<file path="src/rtl/dmod_pkg.sv">
`timescale 1ns/1ps
// Package: shared constants and the expiry period table for the delta
// modulation output unit. Assumes a 4-bit rate index.
package dmod_pkg;
    localparam int RATE_W  = 4;
    localparam int TIMER_W = 9;   // wide enough for the longest period (428)

    // Returns the expiry period, in clock cycles, for a rate index.
    function automatic logic [TIMER_W-1:0] rate_period(input logic [RATE_W-1:0] idx);
        logic [TIMER_W-1:0] p;
        case (idx)
            4'd0:  p = 9'd428;
            4'd1:  p = 9'd380;
            4'd2:  p = 9'd340;
            4'd3:  p = 9'd320;
            4'd4:  p = 9'd286;
            4'd5:  p = 9'd254;
            4'd6:  p = 9'd226;
            4'd7:  p = 9'd214;
            4'd8:  p = 9'd190;
            4'd9:  p = 9'd160;
            4'd10: p = 9'd142;
            4'd11: p = 9'd128;
            4'd12: p = 9'd106;
            4'd13: p = 9'd84;
            4'd14: p = 9'd72;
            default: p = 9'd54;
        endcase
        return p;
    endfunction
endpackage

</file>
<file path="src/rtl/dmod_rate_timer.sv">
`timescale 1ns/1ps
// Rate timer: a down-counter that pulses tick_o when it reads zero and then
// reloads with the selected period minus one. The rate index is sampled only
// at reload. Assumes every table period is at least 2.
module dmod_rate_timer
    import dmod_pkg::*;
(
    input  logic              clk_i,
    input  logic              rst_ni,
    input  logic [RATE_W-1:0] rate_sel_i,
    output logic              tick_o
);
    logic [TIMER_W-1:0] cnt_q;

    assign tick_o = (cnt_q == '0);

    // Count down; on expiry reload from the period table.
    always_ff @(posedge clk_i) begin
        if (!rst_ni) begin
            cnt_q <= '0;
        end else if (tick_o) begin
            cnt_q <= rate_period(rate_sel_i) - TIMER_W'(1);
        end else begin
            cnt_q <= cnt_q - TIMER_W'(1);
        end
    end


    timer_range_chk: assert property (@(posedge clk_i) disable iff (!rst_ni)
        cnt_q <= TIMER_W'(427));


    no_double_tick_chk: assert property (@(posedge clk_i) disable iff (!rst_ni)
        tick_o |=> !tick_o);
endmodule

</file>
<file path="src/rtl/dmod_bit_sequencer.sv">
`timescale 1ns/1ps
// Bit sequencer: holds the shift register, the bits-left counter and the
// silence flag. Emits one step request per non-silent expiry and takes a new
// byte from the read buffer at each output-cycle boundary. Assumes the fetch
// controller clears its buffer on consume_o.
module dmod_bit_sequencer #(
    parameter int SHIFT_W = 8
) (
    input  logic               clk_i,
    input  logic               rst_ni,
    input  logic               tick_i,
    input  logic [SHIFT_W-1:0] buf_byte_i,
    input  logic               buf_empty_i,
    output logic               step_en_o,
    output logic               step_up_o,
    output logic               consume_o
);
    localparam int CNT_W = $clog2(SHIFT_W + 1);

    logic [SHIFT_W-1:0] shift_q;
    logic [CNT_W-1:0]   bits_q;
    logic               silent_q;
    logic               boundary;

    assign boundary  = (bits_q <= CNT_W'(1));
    assign step_en_o = tick_i && !silent_q;
    assign step_up_o = shift_q[0];

    // Shift out bits and start a new output cycle on the boundary expiry.
    always_ff @(posedge clk_i) begin
        if (!rst_ni) begin
            shift_q   <= '0;
            bits_q    <= '0;
            silent_q  <= 1'b1;
            consume_o <= 1'b0;
        end else begin
            consume_o <= 1'b0;
            if (tick_i) begin
                if (!silent_q) shift_q <= shift_q >> 1;
                if (boundary) begin
                    bits_q <= CNT_W'(SHIFT_W);
                    if (buf_empty_i) begin
                        silent_q <= 1'b1;
                    end else begin
                        silent_q  <= 1'b0;
                        shift_q   <= buf_byte_i;
                        consume_o <= 1'b1;
                    end
                end else begin
                    bits_q <= bits_q - CNT_W'(1);
                end
            end
        end
    end


    consume_single_chk: assert property (@(posedge clk_i) disable iff (!rst_ni)
        consume_o |=> !consume_o);


    consume_unsilent_chk: assert property (@(posedge clk_i) disable iff (!rst_ni)
        consume_o |-> !silent_q);


    bits_range_chk: assert property (@(posedge clk_i) disable iff (!rst_ni)
        bits_q <= CNT_W'(SHIFT_W));


    empty_no_consume_chk: assert property (@(posedge clk_i) disable iff (!rst_ni)
        (tick_i && buf_empty_i) |=> !consume_o);
endmodule

</file>
<file path="src/rtl/dmod_level_acc.sv">
`timescale 1ns/1ps
// Level accumulator: the output level register. Steps by +/-STEP with
// saturation, or takes a direct write, which wins over a step on the same
// edge. Assumes WR_W > LEVEL_W.
module dmod_level_acc #(
    parameter int LEVEL_W = 7,
    parameter int WR_W    = 8,
    parameter int STEP    = 2
) (
    input  logic               clk_i,
    input  logic               rst_ni,
    input  logic               step_en_i,
    input  logic               step_up_i,
    input  logic               ld_i,
    input  logic [WR_W-1:0]    ld_val_i,
    output logic [LEVEL_W-1:0] level_o
);
    localparam int LVL_MAX = (1 << LEVEL_W) - 1;
    localparam logic [LEVEL_W-1:0] UP_LIMIT = LEVEL_W'(LVL_MAX - STEP);
    localparam logic [LEVEL_W-1:0] STEP_V   = LEVEL_W'(STEP);

    // Apply a direct load or a saturating step.
    always_ff @(posedge clk_i) begin
        if (!rst_ni) begin
            level_o <= '0;
        end else if (ld_i) begin
            level_o <= ld_val_i[LEVEL_W-1:0];
        end else if (step_en_i) begin
            if (step_up_i) begin
                if (level_o <= UP_LIMIT) level_o <= level_o + STEP_V;
            end else begin
                if (level_o >= STEP_V) level_o <= level_o - STEP_V;
            end
        end
    end


    direct_load_chk: assert property (@(posedge clk_i) disable iff (!rst_ni)
        ld_i |=> level_o == $past(ld_val_i[LEVEL_W-1:0]));


    step_bound_chk: assert property (@(posedge clk_i) disable iff (!rst_ni)
        (step_en_i && !ld_i) |=> (int'(level_o) == int'($past(level_o))) ||
            (int'(level_o) == int'($past(level_o)) + STEP) ||
            (int'(level_o) == int'($past(level_o)) - STEP));


    hold_idle_chk: assert property (@(posedge clk_i) disable iff (!rst_ni)
        (!step_en_i && !ld_i) |=> $stable(level_o));
endmodule

</file>
<file path="src/rtl/dmod_output_unit.sv">
`timescale 1ns/1ps
// Delta modulation output unit: rate timer, bit sequencer and level
// accumulator wired together. Assumes an external fetch controller keeps
// the one-byte read buffer and clears it on consume_o.
module dmod_output_unit
    import dmod_pkg::*;
#(
    parameter int LEVEL_W = 7,
    parameter int SHIFT_W = 8,
    parameter int WR_W    = 8,
    parameter int STEP    = 2
) (
    input  logic               clk_i,
    input  logic               rst_ni,
    input  logic [RATE_W-1:0]  rate_sel_i,
    input  logic               lvl_wr_i,
    input  logic [WR_W-1:0]    lvl_wr_data_i,
    input  logic [SHIFT_W-1:0] buf_byte_i,
    input  logic               buf_empty_i,
    output logic [LEVEL_W-1:0] level_o,
    output logic               consume_o
);
    logic tick;
    logic step_en;
    logic step_up;

    dmod_rate_timer u_timer (
        .clk_i      (clk_i),
        .rst_ni     (rst_ni),
        .rate_sel_i (rate_sel_i),
        .tick_o     (tick)
    );

    dmod_bit_sequencer #(.SHIFT_W(SHIFT_W)) u_seq (
        .clk_i       (clk_i),
        .rst_ni      (rst_ni),
        .tick_i      (tick),
        .buf_byte_i  (buf_byte_i),
        .buf_empty_i (buf_empty_i),
        .step_en_o   (step_en),
        .step_up_o   (step_up),
        .consume_o   (consume_o)
    );

    dmod_level_acc #(.LEVEL_W(LEVEL_W), .WR_W(WR_W), .STEP(STEP)) u_level (
        .clk_i     (clk_i),
        .rst_ni    (rst_ni),
        .step_en_i (step_en),
        .step_up_i (step_up),
        .ld_i      (lvl_wr_i),
        .ld_val_i  (lvl_wr_data_i),
        .level_o   (level_o)
    );


    reset_level_chk: assert property (@(posedge clk_i)
        !rst_ni |=> (level_o == '0) && !consume_o);
endmodule

</file>
<file path="config.mk">
export PLATFORM = sky130hd
export DESIGN_NAME = dmod_output_unit
export DESIGN_NICKNAME = d
export VERILOG_FILES = /design/src/rtl/dmod_pkg.sv /design/src/rtl/dmod_rate_timer.sv /design/src/rtl/dmod_bit_sequencer.sv /design/src/rtl/dmod_level_acc.sv /design/src/rtl/dmod_output_unit.sv
export SDC_FILE = /design/constraint.sdc
export NUM_CORES = 1
export LEC_CHECK = 0
export ABC_AREA = 1
export ABC_CLOCK_PERIOD_IN_PS = 1800
export BUFFER_PORTS_ARGS = -buffer_cell sky130_fd_sc_hd__buf_2
export CAP_MARGIN = 0
export CORE_MARGIN = 2
export CORE_UTILIZATION = 51
export CTS_CLUSTER_DIAMETER = 200
export DETAILED_ROUTE_END_ITERATION = 10
export PLACE_DENSITY_LB_ADDON = 0.08
export SYNTH_ARGS = -nofsm -noshare
export SYNTH_HDL_FRONTEND = slang
export SYNTH_SLANG_ARGS = --single-unit
export TNS_END_PERCENT = 30
</file>
<file path="constraint.sdc">
create_clock -name clk_i -period 1.8 [get_ports clk_i]
set_input_delay 0.45 -clock clk_i [delete_from_list [all_inputs] [get_ports clk_i]]
set_output_delay 0.45 -clock clk_i [all_outputs]
set_load 0.005 [all_outputs]
</file>
## Yosys cells after proc, flatten, opt, wreduce, memory -nomap -nowiden

Memory sizes are Yosys's and may differ from the RTL's.
Index checks and enable logic that the tools add are counted.

| cells by class | value |
|---|---|
| order comparisons | 3 |
| add/subtract/negate cells | 5 |
| reduce and logical (&&, ||, !) cells | 8 |
| multiplexer cells | 14 |
| eq/ne operators | 1 |

Operators by type and width:

| cell | number |
|---|---|
| $mux W7 | 5 |
| $mux W9 | 3 |
| $mux W8 | 3 |
| $sub A9 B1 Y9 const B | 2 |
| $logic_not A9 Y1 | 1 |
| $add A7 B2 Y7 const B | 1 |
| $ge A7 B2 Y1 const B | 1 |
| $le A7 B7 Y1 const B | 1 |
| $sub A7 B2 Y7 const B | 1 |
| $reduce_and A3 Y1 | 2 |
| $le A4 B1 Y1 const B | 1 |
| $mux W4 | 1 |
| $sub A4 B1 Y4 const B | 1 |
| $ne A3 B2 Y1 const B | 1 |
| $reduce_bool A3 Y1 | 1 |
| $mux W1 | 2 |
| $reduce_and A2 Y1 | 1 |
| $reduce_bool A2 Y1 | 1 |
| $logic_and A1 B1 Y1 | 1 |
| $logic_not A1 Y1 | 1 |

| word-level totals | value |
|---|---|
| memories kept | 1 |
| output and inout port bits | 8 |
| bits in read-only memories | 128 |
| register bits after elaboration | 30 |

Memory list:

| name | words | width | read ports | clocked after memory_dff | write ports | line | RTL |
|---|---|---|---|---|---|---|---|
| (name not given) | 16 | 8 | 1 | 0 | 0 | dmod_pkg.sv:11 | `case (idx)` |

## Longest topological paths before layout

| logic depth | value |
|---|---|
| word-level depth | 5 |
| mapped depth | 14 |
| depth with buffers taken out | 13 |

## Hierarchy

Synthesis repeated with hierarchy kept, for this count alone.

| unflattened totals | value |
|---|---|
| cell total of the unflattened synthesis | 363 |
| area, all modules | 2371.0 um^2 |

Modules (own cells, without submodules):

| module | area each (um^2) | cells an instance | times used |
|---|---|---|---|
| dmod_rate_timer | 920.9 | 140 | 1 |
| dmod_bit_sequencer | 758.2 | 111 | 1 |
| dmod_level_acc | 691.9 | 112 | 1 |

## Worst setup path before layout

Ideal clock, no wire load.

| timing path | value |
|---|---|
| path kind | input -> register |
| start point | input rate_sel_i[0] |
| end point | register u_timer.cnt_q[7] |
| stages on the path | 12 |
| data arrival time | 1693 ps |
| path slack | -28 ps |
| path through | inv_1 > ha_1 > nand2_1 > nand2_1 > nand2_1 > inv_1 > ha_1 > nand4_2 > nor2_1 > nand3_1 > nand3_1 > a21oi_1 |

| between the ends | value |
|---|---|
| longest elaborated chain between the ends | 5 |

RTL lines:

| what | line | RTL |
|---|---|---|
| from (decl) | dmod_output_unit.sv:15 | `input logic [RATE_W-1:0] rate_sel_i,` |
| $mem_v2 Z16 W8 | - |  |
| $mux W9 | dmod_rate_timer.sv:21 | `end else if (tick_o) begin` |
| $mux W9 | dmod_rate_timer.sv:19 | `if (!rst_ni) begin` |
| $sub A9 B1 Y9 | dmod_rate_timer.sv:22 | `cnt_q <= rate_period(rate_sel_i) - TIMER_W'(1);` |
| $mux W9 | dmod_rate_timer.sv:21 |  |
| to (signal assigned) | dmod_rate_timer.sv:22 |  |
| to (signal assigned) | dmod_rate_timer.sv:24 | `cnt_q <= cnt_q - TIMER_W'(1);` |
| to (decl) | dmod_rate_timer.sv:13 | `logic [TIMER_W-1:0] cnt_q;` |

No other way between the ends. The select of a mux whose other input is x is not followed.
A chain may end at the register's enable or synchronous reset.

## Final worst setup path

| timing path | value |
|---|---|
| start point | register u_seq.bits_q[0] |
| end point | register u_seq.shift_q[0] |

| between the ends | value |
|---|---|
| longest elaborated chain between the ends | 2 |

RTL lines:

| what | line | RTL |
|---|---|---|
| from (decl) | dmod_bit_sequencer.sv:21 | `logic [CNT_W-1:0] bits_q;` |
| from (signal assigned) | dmod_bit_sequencer.sv:41 | `bits_q <= CNT_W'(SHIFT_W);` |
| from (signal assigned) | dmod_bit_sequencer.sv:50 | `bits_q <= bits_q - CNT_W'(1);` |
| $le A4 B1 Y1 | dmod_bit_sequencer.sv:25 | `assign boundary = (bits_q <= CNT_W'(1));` |
| $mux W8 | dmod_bit_sequencer.sv:40 | `if (boundary) begin` |
| to (signal assigned) | dmod_bit_sequencer.sv:39 | `if (!silent_q) shift_q <= shift_q >> 1;` |
| to (signal assigned) | dmod_bit_sequencer.sv:46 | `shift_q <= buf_byte_i;` |
| to (decl) | dmod_bit_sequencer.sv:20 | `logic [SHIFT_W-1:0] shift_q;` |

No other way between the ends.

==> run summary <==
status -> completed
Worst EP arrival -> 1.85 ns
CTS tree -> done
gr usage total -> 0.200
placed insts -> 406
final wirelength -> 4390 um
die width -> 67.7 um
R2R Setup Slk -> 0.15 ns
cell count after synthesis -> 311
RSZ-0062 raised after global routing -> no
Remaining DRCs -> 0
synth unique cells -> 36
layout cells sized above 1 -> 0.251
final hold vios -> 0
CP Data Required Time -> 2.00 ns
EDFF count, synth -> 0
dpl ws -> -0.186 ns
CP Class -> reg -> reg
Sequential Area -> 602 um2
Nets -> 402
initial antenna violation count -> 0
hold slack -> 0.376 ns
Die Ht -> 67.7 um
Layout Cells excl Fill -> 417
area of the multi-input gates -> 1310 um2
port bufs -> 30
CP max stage cell -> dfxtp_1
Die ar. -> 4580 um2
setup violators final -> 0
area delta synth->final -> 24.4%
initial drt markers -> 139
total grt overflow -> 0
fin crit share -> 0.915
hold crit path type -> in -> reg
first-pass detailed-route iteration total -> 4
CP Cell Sequence -> inv_1 -> ha_1 -> nor2_1 -> nor3_2 -> nand2_2 -> a21oi_4 -> buf_4 -> o21ai_0 -> a31oi_1
synthesized net count -> 347
synthesized area per cell -> 6.65 um2
area of the mapped netlist -> 2070 um2
Antenna Nets Post-Route -> 0
largest vdd supply drop -> 0.000790 V
Rel. slew slack -> 0.798
Worst Setup Slack, final -> 0.152 ns
core area -> 3940 um2
setup_tns -> 0 ns
Least-Margin Pin Slew -> 0.303 ns
routed len/inst -> 10.5 um
synth warn -> 0
CTS max path bufs -> 2
diode count -> 0
vias after detailed routing -> 2,077
PwrDens -> 1230 nW/um2
Fmax achieved -> 607 MHz
largest net degree at the start of global routing -> 16
commonest non-fill, non-tap cell in the layout -> nand2_1
first-pass GRT wire length -> 7160 um
sequential fraction of the synthesis area -> 0.290
Num CTS Buffers -> 5
Fill cells -> 378
largest fanout on the critical path -> 7
root buffer cell -> clkbuf_8
most frequent cells in the layout -> 91 x nand2_1, 32 x inv_1, 30 x buf_2, 29 x dfxtp_1
cell row count -> 23
starting density of the core -> 0.525
Final Critical Period -> 1.65 ns
clock slew at reported path FFs -> 0.07 ns
CTS H-tree lvls -> 2
ys flop type -> dfxtp_1
Vias per Instance -> 4.98
IO Count -> 32
Max-cap violations -> 0
vias in the first global route -> 1,703
critical path endpoint category -> flop
fin. max-slew vios -> 0
Worst setup SP type -> flop
Post-DP HPWL -> 3270 um
worst skew pair latency -> 0.28 ns
CP max stage delay -> 0.33 ns
Async S/R FF share, synth -> 0
gpl congestion -> 0.891
clock net sink count -> 30
Leakage -> 1.22 nW
Worst Skew -> 0.00497 ns
post-synthesis register bit count -> 30
## where the power goes
group          internal (W)  total [W]  switching (W)
Clock              0.000307   0.000570       0.000264
Combinational      0.000654    0.00157       0.000914
Sequential         0.000858    0.00103       0.000176
Total               0.00182    0.00317        0.00135
## cells in the mapped netlist, types with 3 or more instances
cell     count  share of area
ha_1        12          0.073
o21ai_1      3         0.0073
a21oi_2      3          0.013
nor2_1      28          0.051
dfxtp_1     30           0.29
nand2_1     92           0.17
o21ai_0     21          0.051
a21oi_1     19          0.046
nand3_1     20          0.048
xnor2_1      5          0.021
inv_2        3         0.0054
a31oi_1      6          0.018
nand4_1      8          0.024
inv_1       33          0.060
## stage by stage
step                      area, um2   util  power [W]
after detailed placement       2400  0.609    0.00253
after global routing           2570  0.653    0.00345
after global placement         2400  0.609    0.00252
final                          2570  0.653    0.00317
after floorplan                2070      -    0.00222
after CTS                      2500  0.633    0.00312
## sequential cells by signal, indices dropped and copies added, names as in the netlist
register	cells
u_seq.silent_q	1
u_level.level_o	7
u_seq.bits_q	4
u_seq.shift_q	8
u_timer.cnt_q	9
u_seq.consume_o	1
## cell type report
cell class,instances,area share
Multi-Input combinational cell,235,0.509
Timing Repair Buffer,57,0.137
Clock inverter,2,0.00486
Sequential cell,30,0.234
Clock buffer,6,0.0321
Inverter,37,0.0588
Tap cell,50,0.0243
## final timing paths
| path | start | cells past startpoint | endpoint |
|---|---|---|---|
| setup / recovery | u_seq.bits_q[0] | 9 | u_seq.shift_q[0] |
| hold / removal | buf_byte_i[7] | 3 | u_seq.shift_q[7] |
| setup reg to reg | u_seq.bits_q[0] | 9 | u_seq.shift_q[0] |
| hold reg to reg | u_timer.cnt_q[0] | 1 | u_timer.cnt_q[0] |
## critical path, delay by kind of cell, from the launching register on
| kind | cells | cell delay [ns] |
|---|---|---|
| AOI/OAI and AO/OA | 3 | 0.45 |
| adders and majority gates | 1 | 0.18 |
| buffers and inverters | 2 | 0.22 |
| DFF | 1 | 0.33 |
| and+or+nand+nor | 3 | 0.39 |
## kinds of logic after synthesis
logic type | count (synthesis) | synth area share
flip-flops | 30 | 0.290
AND/OR/NAND/NOR | 159 | 0.340
adder cells (fa/ha/maj) | 12 | 0.0725
AO/OA/AOI/OAI | 58 | 0.169
XOR/XNOR | 6 | 0.0254
buffers and inverters | 46 | 0.103
## timing repair
action	CTS	global route
endpoints found under the hold margin	0	0
hold buffers	0	0
endpoints found under the setup margin	0	8
resized for setup	0	11
buffers inserted	0	3
## per-layer routing
| metal | routed length (um) | up-vias | GRT usage |
|---|---|---|---|
| met1 | 2190 | 918 | 0.273 |
| met4 | 47 | 0 | 0.0612 |
| met5 | 0 | - | 0 |
| li1 | - | 1119 | - |
| met2 | 2020 | 34 | 0.315 |
| met3 | 140 | 6 | 0.0400 |
(Power assumes the default switching activity.)
